==> src/rtl/bmv_pkg.sv <==
package bmv_pkg;

    typedef enum logic [1:0] {
        ST_IDLE  = 2'd0,
        ST_READ  = 2'd1,
        ST_WRITE = 2'd2,
        ST_DONE  = 2'd3
    } bmv_state_t;

endpackage

==> src/rtl/bmv_index_step.sv <==
module bmv_index_step #(
    parameter int W  = 16,
    parameter int NW = 8
) (
    input  logic         clk,
    input  logic         rst_n,
    input  logic         load,
    input  logic [W-1:0] init,
    input  logic         narrow,
    input  logic         dec,
    input  logic         advance,
    output logic [W-1:0] value
);
    localparam int HW = W - NW;
    localparam logic [W-1:0]  ONE_W = {{(W-1){1'b0}}, 1'b1};
    localparam logic [NW-1:0] ONE_N = {{(NW-1){1'b0}}, 1'b1};

    logic          narrow_q;
    logic          dec_q;
    logic [W-1:0]  wide_nxt;
    logic [NW-1:0] low_nxt;
    logic [W-1:0]  nxt;

    always_comb begin
        wide_nxt = dec_q ? (value - ONE_W) : (value + ONE_W);
        low_nxt  = dec_q ? (value[NW-1:0] - ONE_N) : (value[NW-1:0] + ONE_N);
        nxt      = narrow_q ? {{HW{1'b0}}, low_nxt} : wide_nxt;
    end

    always_ff @(posedge clk or negedge rst_n) begin
        if (!rst_n) begin
            value    <= '0;
            narrow_q <= 1'b0;
            dec_q    <= 1'b0;
        end else if (load) begin
            value    <= narrow ? {{HW{1'b0}}, init[NW-1:0]} : init;
            narrow_q <= narrow;
            dec_q    <= dec;
        end else if (advance) begin
            value    <= nxt;
        end
    end
endmodule

==> src/rtl/bmv_counter.sv <==
module bmv_counter #(
    parameter int W = 16
) (
    input  logic         clk,
    input  logic         rst_n,
    input  logic         load,
    input  logic [W-1:0] init,
    input  logic         advance,
    output logic [W-1:0] count,
    output logic         last
);
    localparam logic [W-1:0] ONE_W = {{(W-1){1'b0}}, 1'b1};

    assign last = (count == '0);

    always_ff @(posedge clk or negedge rst_n) begin
        if (!rst_n) begin
            count <= '0;
        end else if (load) begin
            count <= init;
        end else if (advance) begin
            count <= count - ONE_W;
        end
    end
endmodule

==> src/rtl/bmv_fsm.sv <==
module bmv_fsm
    import bmv_pkg::*;
(
    input  logic clk,
    input  logic rst_n,
    input  logic start,
    input  logic rd_ready,
    input  logic wr_ready,
    input  logic last,
    output logic rd_req,
    output logic wr_req,
    output logic done,
    output logic load,
    output logic capture,
    output logic advance
);
    bmv_state_t state, state_nxt;

    always_ff @(posedge clk or negedge rst_n) begin
        if (!rst_n) begin
            state <= ST_IDLE;
        end else begin
            state <= state_nxt;
        end
    end

    always_comb begin
        state_nxt = state;
        unique case (state)
            ST_IDLE:  if (start)    state_nxt = ST_READ;
            ST_READ:  if (rd_ready) state_nxt = ST_WRITE;
            ST_WRITE: if (wr_ready) state_nxt = last ? ST_DONE : ST_READ;
            ST_DONE:                state_nxt = ST_IDLE;
            default:                state_nxt = ST_IDLE;
        endcase
    end

    always_comb begin
        rd_req  = 1'b0;
        wr_req  = 1'b0;
        done    = 1'b0;
        load    = 1'b0;
        capture = 1'b0;
        advance = 1'b0;
        unique case (state)
            ST_IDLE:  load = start;
            ST_READ: begin
                rd_req  = 1'b1;
                capture = rd_ready;
            end
            ST_WRITE: begin
                wr_req  = 1'b1;
                advance = wr_ready;
            end
            ST_DONE:  done = 1'b1;
            default:  ;
        endcase
    end
endmodule

==> src/rtl/bmv_sequencer.sv <==
module bmv_sequencer #(
    parameter int IDX_W  = 16,
    parameter int NIDX_W = 8,
    parameter int BANK_W = 8,
    parameter int DATA_W = 8,
    localparam int ADDR_W = BANK_W + IDX_W
) (
    input  logic              clk,
    input  logic              rst_n,
    input  logic              start,
    input  logic              dir_dec,
    input  logic              idx8,
    input  logic [BANK_W-1:0] op_byte1,
    input  logic [BANK_W-1:0] op_byte2,
    input  logic [IDX_W-1:0]  x_in,
    input  logic [IDX_W-1:0]  y_in,
    input  logic [IDX_W-1:0]  cnt_in,
    output logic              rd_req,
    output logic [ADDR_W-1:0] rd_addr,
    input  logic              rd_ready,
    input  logic [DATA_W-1:0] rd_data,
    output logic              wr_req,
    output logic [ADDR_W-1:0] wr_addr,
    output logic [DATA_W-1:0] wr_data,
    input  logic              wr_ready,
    output logic [IDX_W-1:0]  x_out,
    output logic [IDX_W-1:0]  y_out,
    output logic [IDX_W-1:0]  cnt_out,
    output logic              done
);
    logic load, capture, advance, last;
    logic [BANK_W-1:0] src_bank, dst_bank;
    logic [DATA_W-1:0] data_q;
    logic [IDX_W-1:0]  idx_init [2];
    logic [IDX_W-1:0]  idx_val  [2];

    assign idx_init[0] = x_in;
    assign idx_init[1] = y_in;

    bmv_fsm u_fsm (
        .clk      (clk),
        .rst_n    (rst_n),
        .start    (start),
        .rd_ready (rd_ready),
        .wr_ready (wr_ready),
        .last     (last),
        .rd_req   (rd_req),
        .wr_req   (wr_req),
        .done     (done),
        .load     (load),
        .capture  (capture),
        .advance  (advance)
    );

    for (genvar g = 0; g < 2; g++) begin : g_idx
        bmv_index_step #(.W(IDX_W), .NW(NIDX_W)) u_step (
            .clk     (clk),
            .rst_n   (rst_n),
            .load    (load),
            .init    (idx_init[g]),
            .narrow  (idx8),
            .dec     (dir_dec),
            .advance (advance),
            .value   (idx_val[g])
        );
    end

    bmv_counter #(.W(IDX_W)) u_cnt (
        .clk     (clk),
        .rst_n   (rst_n),
        .load    (load),
        .init    (cnt_in),
        .advance (advance),
        .count   (cnt_out),
        .last    (last)
    );

    always_ff @(posedge clk or negedge rst_n) begin
        if (!rst_n) begin
            src_bank <= '0;
            dst_bank <= '0;
        end else if (load) begin
            src_bank <= op_byte2;
            dst_bank <= op_byte1;
        end
    end

    always_ff @(posedge clk or negedge rst_n) begin
        if (!rst_n) begin
            data_q <= '0;
        end else if (capture) begin
            data_q <= rd_data;
        end
    end

    assign x_out   = idx_val[0];
    assign y_out   = idx_val[1];
    assign rd_addr = {src_bank, idx_val[0]};
    assign wr_addr = {dst_bank, idx_val[1]};
    assign wr_data = data_q;
endmodule

==> config.mk <==
export PLATFORM = sky130hd
export DESIGN_NAME = bmv_sequencer
export DESIGN_NICKNAME = d
export VERILOG_FILES = /design/src/rtl/bmv_pkg.sv /design/src/rtl/bmv_index_step.sv /design/src/rtl/bmv_counter.sv /design/src/rtl/bmv_fsm.sv /design/src/rtl/bmv_sequencer.sv
export SDC_FILE = /design/constraint.sdc
export NUM_CORES = 1
export LEC_CHECK = 0
export BUFFER_PORTS_ARGS = -buffer_cell sky130_fd_sc_hd__buf_4
export CORE_ASPECT_RATIO = 0.9
export CORE_MARGIN = 3
export CORE_UTILIZATION = 45
export DETAILED_ROUTE_END_ITERATION = 8
export PLACE_DENSITY_LB_ADDON = 0.1
export SYNTH_ARGS = -nofsm -noshare
export SYNTH_HDL_FRONTEND = slang
export SYNTH_SLANG_ARGS = --single-unit
==> constraint.sdc <==
create_clock -name clk -period 2.5 [get_ports clk]
set_input_delay 0.125 -clock clk [delete_from_list [all_inputs] [get_ports clk]]
set_output_delay 0.125 -clock clk [all_outputs]
set_load 0.005 [all_outputs]
==> flow_summary.html <==
<table>
<tr><th>Metric</th><th>Value</th></tr>
<tr><th colspan="2">Synthesis</th></tr>
<tr><td>Post-synth top flop</td><td>sky130_fd_sc_hd__dfrtp_1</td></tr>
<tr><td>Post-synthesis instance area</td><td>around 0.0049 mm2</td></tr>
<tr><td>Net Count, Synth</td><td>roughly 670</td></tr>
<tr><td>Mean instance size in the synthesized netlist</td><td>approximately 9 um2</td></tr>
<tr><td>Portion of the post-synthesis area used by sequential elements</td><td>0.391</td></tr>
<tr><td>Number of synthesized register bits</td><td>76</td></tr>
<tr><td>Syn Inst Count</td><td>between 500 and 600</td></tr>
<tr><td>Synth warn</td><td>0</td></tr>
<tr><td>Async set-reset flop share out of synthesis</td><td>1.00</td></tr>
<tr><td>Number of enable-type register cells in the synthesized netlist</td><td>0</td></tr>
<tr><td>Distinct cell type count after synthesis</td><td>53</td></tr>
<tr><th colspan="2">Place</th></tr>
<tr><td>Placer's final routability congestion estimate</td><td>0.915</td></tr>
<tr><td>Worst slack after detailed placement</td><td>a little under 0.05 ns</td></tr>
<tr><td>DPL Wire Length</td><td>9840 um</td></tr>
<tr><td>Port Buffer Count</td><td>approximately 190</td></tr>
<tr><th colspan="2">STA</th></tr>
<tr><td>Final critical-path required period</td><td>approximately 2.4 ns</td></tr>
<tr><td>Clock skew after layout</td><td>roughly 0.0045 ns</td></tr>
<tr><td>Max Freq</td><td>0.416 GHz</td></tr>
<tr><td>Endpoints failing setup</td><td>0</td></tr>
<tr><td>Number of slew-limit violations in the final report</td><td>0</td></tr>
<tr><td>Tightest slew margin relative to the limit</td><td>0.500</td></tr>
<tr><td>Final clock period utilization by the worst path</td><td>0.962</td></tr>
<tr><td>Final Worst Setup Slack</td><td>between 0.09 and 0.1 ns</td></tr>
<tr><td>Measured slew at the worst slew-check pin</td><td>around 0.75 ns</td></tr>
<tr><td>Number of hold violations in the final report</td><td>0</td></tr>
<tr><td>RSZ-0062 raised after global routing</td><td>yes</td></tr>
<tr><th colspan="2">Floorplanning</th></tr>
<tr><td>Number of rows in the core area</td><td>35</td></tr>
<tr><td>Number of placed I/O pins</td><td>between 150 and 200</td></tr>
<tr><td>Total die area</td><td>between 0.01 and 0.015 mm2</td></tr>
<tr><td>Starting density of the core</td><td>0.468</td></tr>
<tr><td>Standard cell core area</td><td>0.0104 mm2</td></tr>
<tr><td>Die width</td><td>~120 um</td></tr>
<tr><td>Die Span Y</td><td>approximately 100 um</td></tr>
<tr><th colspan="2">Drt</th></tr>
<tr><td>Average wire per cell in the routed design</td><td>about 16 um</td></tr>
<tr><td>Length of the first detailed-routing pass in iterations</td><td>5</td></tr>
<tr><td>Total routed wirelength</td><td>between 10000 and 15000 um</td></tr>
<tr><td>Number of DRC violations after detailed-routing iteration 0</td><td>~270</td></tr>
<tr><td>Vias</td><td>between 4000 and 5000</td></tr>
<tr><td>DRC violations left</td><td>0</td></tr>
<tr><td>Detail Route Antenna Nets</td><td>0</td></tr>
<tr><td>Average via count per standard cell</td><td>about 5.3</td></tr>
<tr><th colspan="2">Finish</th></tr>
<tr><td>P&amp;R area growth vs syn</td><td>45.3%</td></tr>
<tr><td>Number of filler instances in the final layout</td><td>~830</td></tr>
<tr><td>Count of nets after finishing</td><td>slightly below 900</td></tr>
<tr><td>Fraction of layout instances using a drive strength above 1</td><td>0.339</td></tr>
<tr><td>Antenna cells</td><td>0</td></tr>
<tr><th colspan="2">Critical path</th></tr>
<tr><td>Cell-by-cell trace of the critical path</td><td>buf_6, buf_4, ha_4, o211ai_1, o211ai_1, a21oi_1, buf_4, o21bai_1, xor2_1, a22oi_1, o21ai_1</td></tr>
<tr><td>Worst path top cell family by delay</td><td>compound AO/OA/AOI/OAI gates</td></tr>
<tr><td>CP max FO</td><td>7</td></tr>
<tr><td>Number of buffers and inverters on the critical path</td><td>3</td></tr>
<tr><td>Worst setup SP type</td><td>register</td></tr>
<tr><td>Worst EP required</td><td>between 2 and 3 ns</td></tr>
<tr><td>Largest stage delay, worst path</td><td>about 0.47 ns</td></tr>
<tr><td>Critical Path End Type</td><td>register</td></tr>
<tr><td>Register-to-register setup slack</td><td>roughly 0.095 ns</td></tr>
<tr><td>Arrival time of the worst setup path</td><td>~2.7 ns</td></tr>
<tr><td>Critical-path top delay cell</td><td>sky130_fd_sc_hd__dfrtp_2</td></tr>
<tr><td>Category of the critical setup timing path</td><td>register to register</td></tr>
<tr><th colspan="2">Clock network</th></tr>
<tr><td>Skew-Pair Late Insertion Delay</td><td>roughly 0.33 ns</td></tr>
<tr><td>Sink count of the clock tree</td><td>76</td></tr>
<tr><td>Clock-pin slew on the worst setup and hold paths</td><td>approximately 0.06 ns</td></tr>
<tr><td>CTS tree</td><td>done</td></tr>
<tr><td>Clock buffers created by TritonCTS</td><td>9</td></tr>
<tr><td>Maximum count of clock buffers along a single path</td><td>2</td></tr>
<tr><td>Master cell of the clock root buffer</td><td>sky130_fd_sc_hd__clkbuf_16</td></tr>
<tr><td>H-tree depth reported by CTS</td><td>3</td></tr>
<tr><th colspan="2">Global routing</th></tr>
<tr><td>Maximum number of pins on one net before global-route repair</td><td>57</td></tr>
<tr><td>Number of global-route vias before repair</td><td>roughly 4700</td></tr>
<tr><td>Global routing usage summed across all routing layers</td><td>0.229</td></tr>
<tr><td>Total grt overflow</td><td>0</td></tr>
<tr><td>First-pass GRT wire length</td><td>22500 um</td></tr>
<tr><td>Antenna violations before repair</td><td>0</td></tr>
<tr><th colspan="2">Power and ir drop</th></tr>
<tr><td>Leakage power of the design</td><td>about 3.4 nW</td></tr>
<tr><td>Total power</td><td>~0.010 W</td></tr>
<tr><td>Maximum VDD drop</td><td>between 600 and 700 uV</td></tr>
<tr><td>Pwr per Cell Area</td><td>1440 mW/mm2</td></tr>
<tr><th colspan="2">Min path</th></tr>
<tr><td>Worst min-delay path category</td><td>input port to register</td></tr>
<tr><th colspan="2">Run status</th></tr>
<tr><td>Status</td><td>complete, no violations</td></tr>
<tr><th colspan="2">Flow run</th></tr>
<tr><td>Max capacitance violation total</td><td>0</td></tr>
</table>
==> cells by family after synthesis <==
family,after synthesis,share of synthesized area
AOI/OAI and AO/OA,159,0.195
xor gates and xnor gates,35,0.0630
adders and majority gates,32,0.0854
buffers and inverters,60,0.0728
DFF,76,0.391
muxes,9,0.0206
and+or+nand+nor,184,0.172
==> synthesized netlist by cell type, drive strengths merged (3+ instances only) <==
library cell | n | area share
a21o | 8 | 0.012
nand2b | 4 | 0.0051
nand4 | 3 | 0.0039
o21a | 4 | 0.0062
o22ai | 6 | 0.0077
o211ai | 6 | 0.0093
clkbuf | 16 | 0.012
or3 | 3 | 0.0039
nand3 | 7 | 0.0082
xnor2 | 21 | 0.038
mux2 | 8 | 0.019
a22oi | 15 | 0.023
nor4 | 5 | 0.011
nor2b | 5 | 0.0064
dfrtp | 76 | 0.39
nor3 | 6 | 0.0062
inv | 9 | 0.0069
o21ai | 52 | 0.054
a21oi | 47 | 0.048
and3 | 4 | 0.0051
ha | 30 | 0.077
nand2 | 96 | 0.075
nor2 | 43 | 0.035
a211oi | 6 | 0.0093
buf | 35 | 0.054
xor2 | 14 | 0.025
==> state kept, by name, summed over array words and instances, names as in the netlist <==
register and flops:
dst_bank 8, g_idx.u_step.dec_q 1, g_idx.u_step.narrow_q 1, g_idx.u_step.value 32, src_bank 8, u_cnt.count 16
u_fsm.state 2, wr_data 8
==> layer usage <==
metal	vias up	routed length, um	track usage
met5	-	0	0
met3	19	878	0.0504
met2	163	6810	0.375
met1	2192	6130	0.304
met4	0	238	0.0654
li1	2328	-	-
==> worst register-to-register path, cell delays in order (launching register included) <==
cell and delay [ns]:
sky130_fd_sc_hd__dfrtp_2 0.47, sky130_fd_sc_hd__buf_6 0.17, sky130_fd_sc_hd__buf_4 0.14, sky130_fd_sc_hd__ha_4 0.28, sky130_fd_sc_hd__o211ai_1 0.10, sky130_fd_sc_hd__o211ai_1 0.28
sky130_fd_sc_hd__a21oi_1 0.14, sky130_fd_sc_hd__buf_4 0.15, sky130_fd_sc_hd__o21bai_1 0.16, sky130_fd_sc_hd__xor2_1 0.17, sky130_fd_sc_hd__a22oi_1 0.08, sky130_fd_sc_hd__o21ai_1 0.19
==> what timing repair did <==
item	in CTS	in global routing
buffers inserted	0	6
endpoints found under the hold margin	63	0
resized for setup	0	23
hold buffers	30	0
endpoints found under the setup margin	0	6
==> where the power goes <==
group          switching (W)  internal [W]
clock               0.000506      0.000900
sequential          0.000646       0.00183
combinational        0.00308       0.00321
==> placed cells by master (no fill, tap or decap), types with 6 or more instances in the layout <==
master	synthesis	routed
sky130_fd_sc_hd__clkbuf_16	0	9
sky130_fd_sc_hd__inv_1	9	9
sky130_fd_sc_hd__dfrtp_1	76	75
sky130_fd_sc_hd__mux2_2	8	8
sky130_fd_sc_hd__nor2_1	42	42
sky130_fd_sc_hd__xor2_1	14	14
sky130_fd_sc_hd__a21oi_1	47	44
sky130_fd_sc_hd__dlygate4sd3_1	0	30
sky130_fd_sc_hd__nand2_1	95	95
sky130_fd_sc_hd__nand3_1	6	6
sky130_fd_sc_hd__a22oi_1	15	15
sky130_fd_sc_hd__ha_1	30	24
sky130_fd_sc_hd__buf_4	34	209
sky130_fd_sc_hd__a21o_1	8	8
sky130_fd_sc_hd__o211ai_1	6	6
sky130_fd_sc_hd__o22ai_1	6	6
sky130_fd_sc_hd__o21ai_1	9	11
sky130_fd_sc_hd__o21ai_0	43	40
sky130_fd_sc_hd__xnor2_1	21	21
==> final timing paths <==
path / start / endpoint / cells past startpoint
setup / recovery: g_idx[1].u_step.dec_q / g_idx[1].u_step.value[13] / 11
setup reg to reg: g_idx[1].u_step.dec_q / g_idx[1].u_step.value[13] / 11
max in group asynchronous: rst_n / wr_data[0] / 3
hold / removal: cnt_in[5] / u_cnt.count[5] / 3
min in group asynchronous: rst_n / u_cnt.count[8] / 2
hold reg to reg: src_bank[6] / src_bank[6] / 2
==> final cells by class <==
cell class | count | area [um2] | share of cell area
Multi-Input combinational cell | 419 | 2730 | 0.386
Clock buffer | 12 | 246 | 0.0349
Tap cell | 129 | 161 | 0.0228
Inverter | 9 | 33.8 | 0.00478
Sequential cell | 76 | 1900 | 0.269
Timing Repair Buffer | 242 | 1920 | 0.272
Clock inverter | 4 | 72.6 | 0.0103
==> stage by stage <==
| step | util | instances | hold WS, ns | instance area [um2] | setup TNS (ns) |
|---|---|---|---|---|---|
| floorplan | - | 555 | -0.171 | 4860 | 0 |
| global placement | 0.605 | 839 | 0.119 | 6280 | 0 |
| CTS | 0.664 | 885 | 0.00785 | 6900 | 0 |
| detailed placement | 0.605 | 839 | 0.122 | 6280 | 0 |
| global route | 0.681 | 891 | 0.0106 | 7070 | -0.0633 |
| finish | 0.681 | 891 | 0.0123 | 7070 | 0 |
No activity file was read; power rests on OpenSTA's default activity.
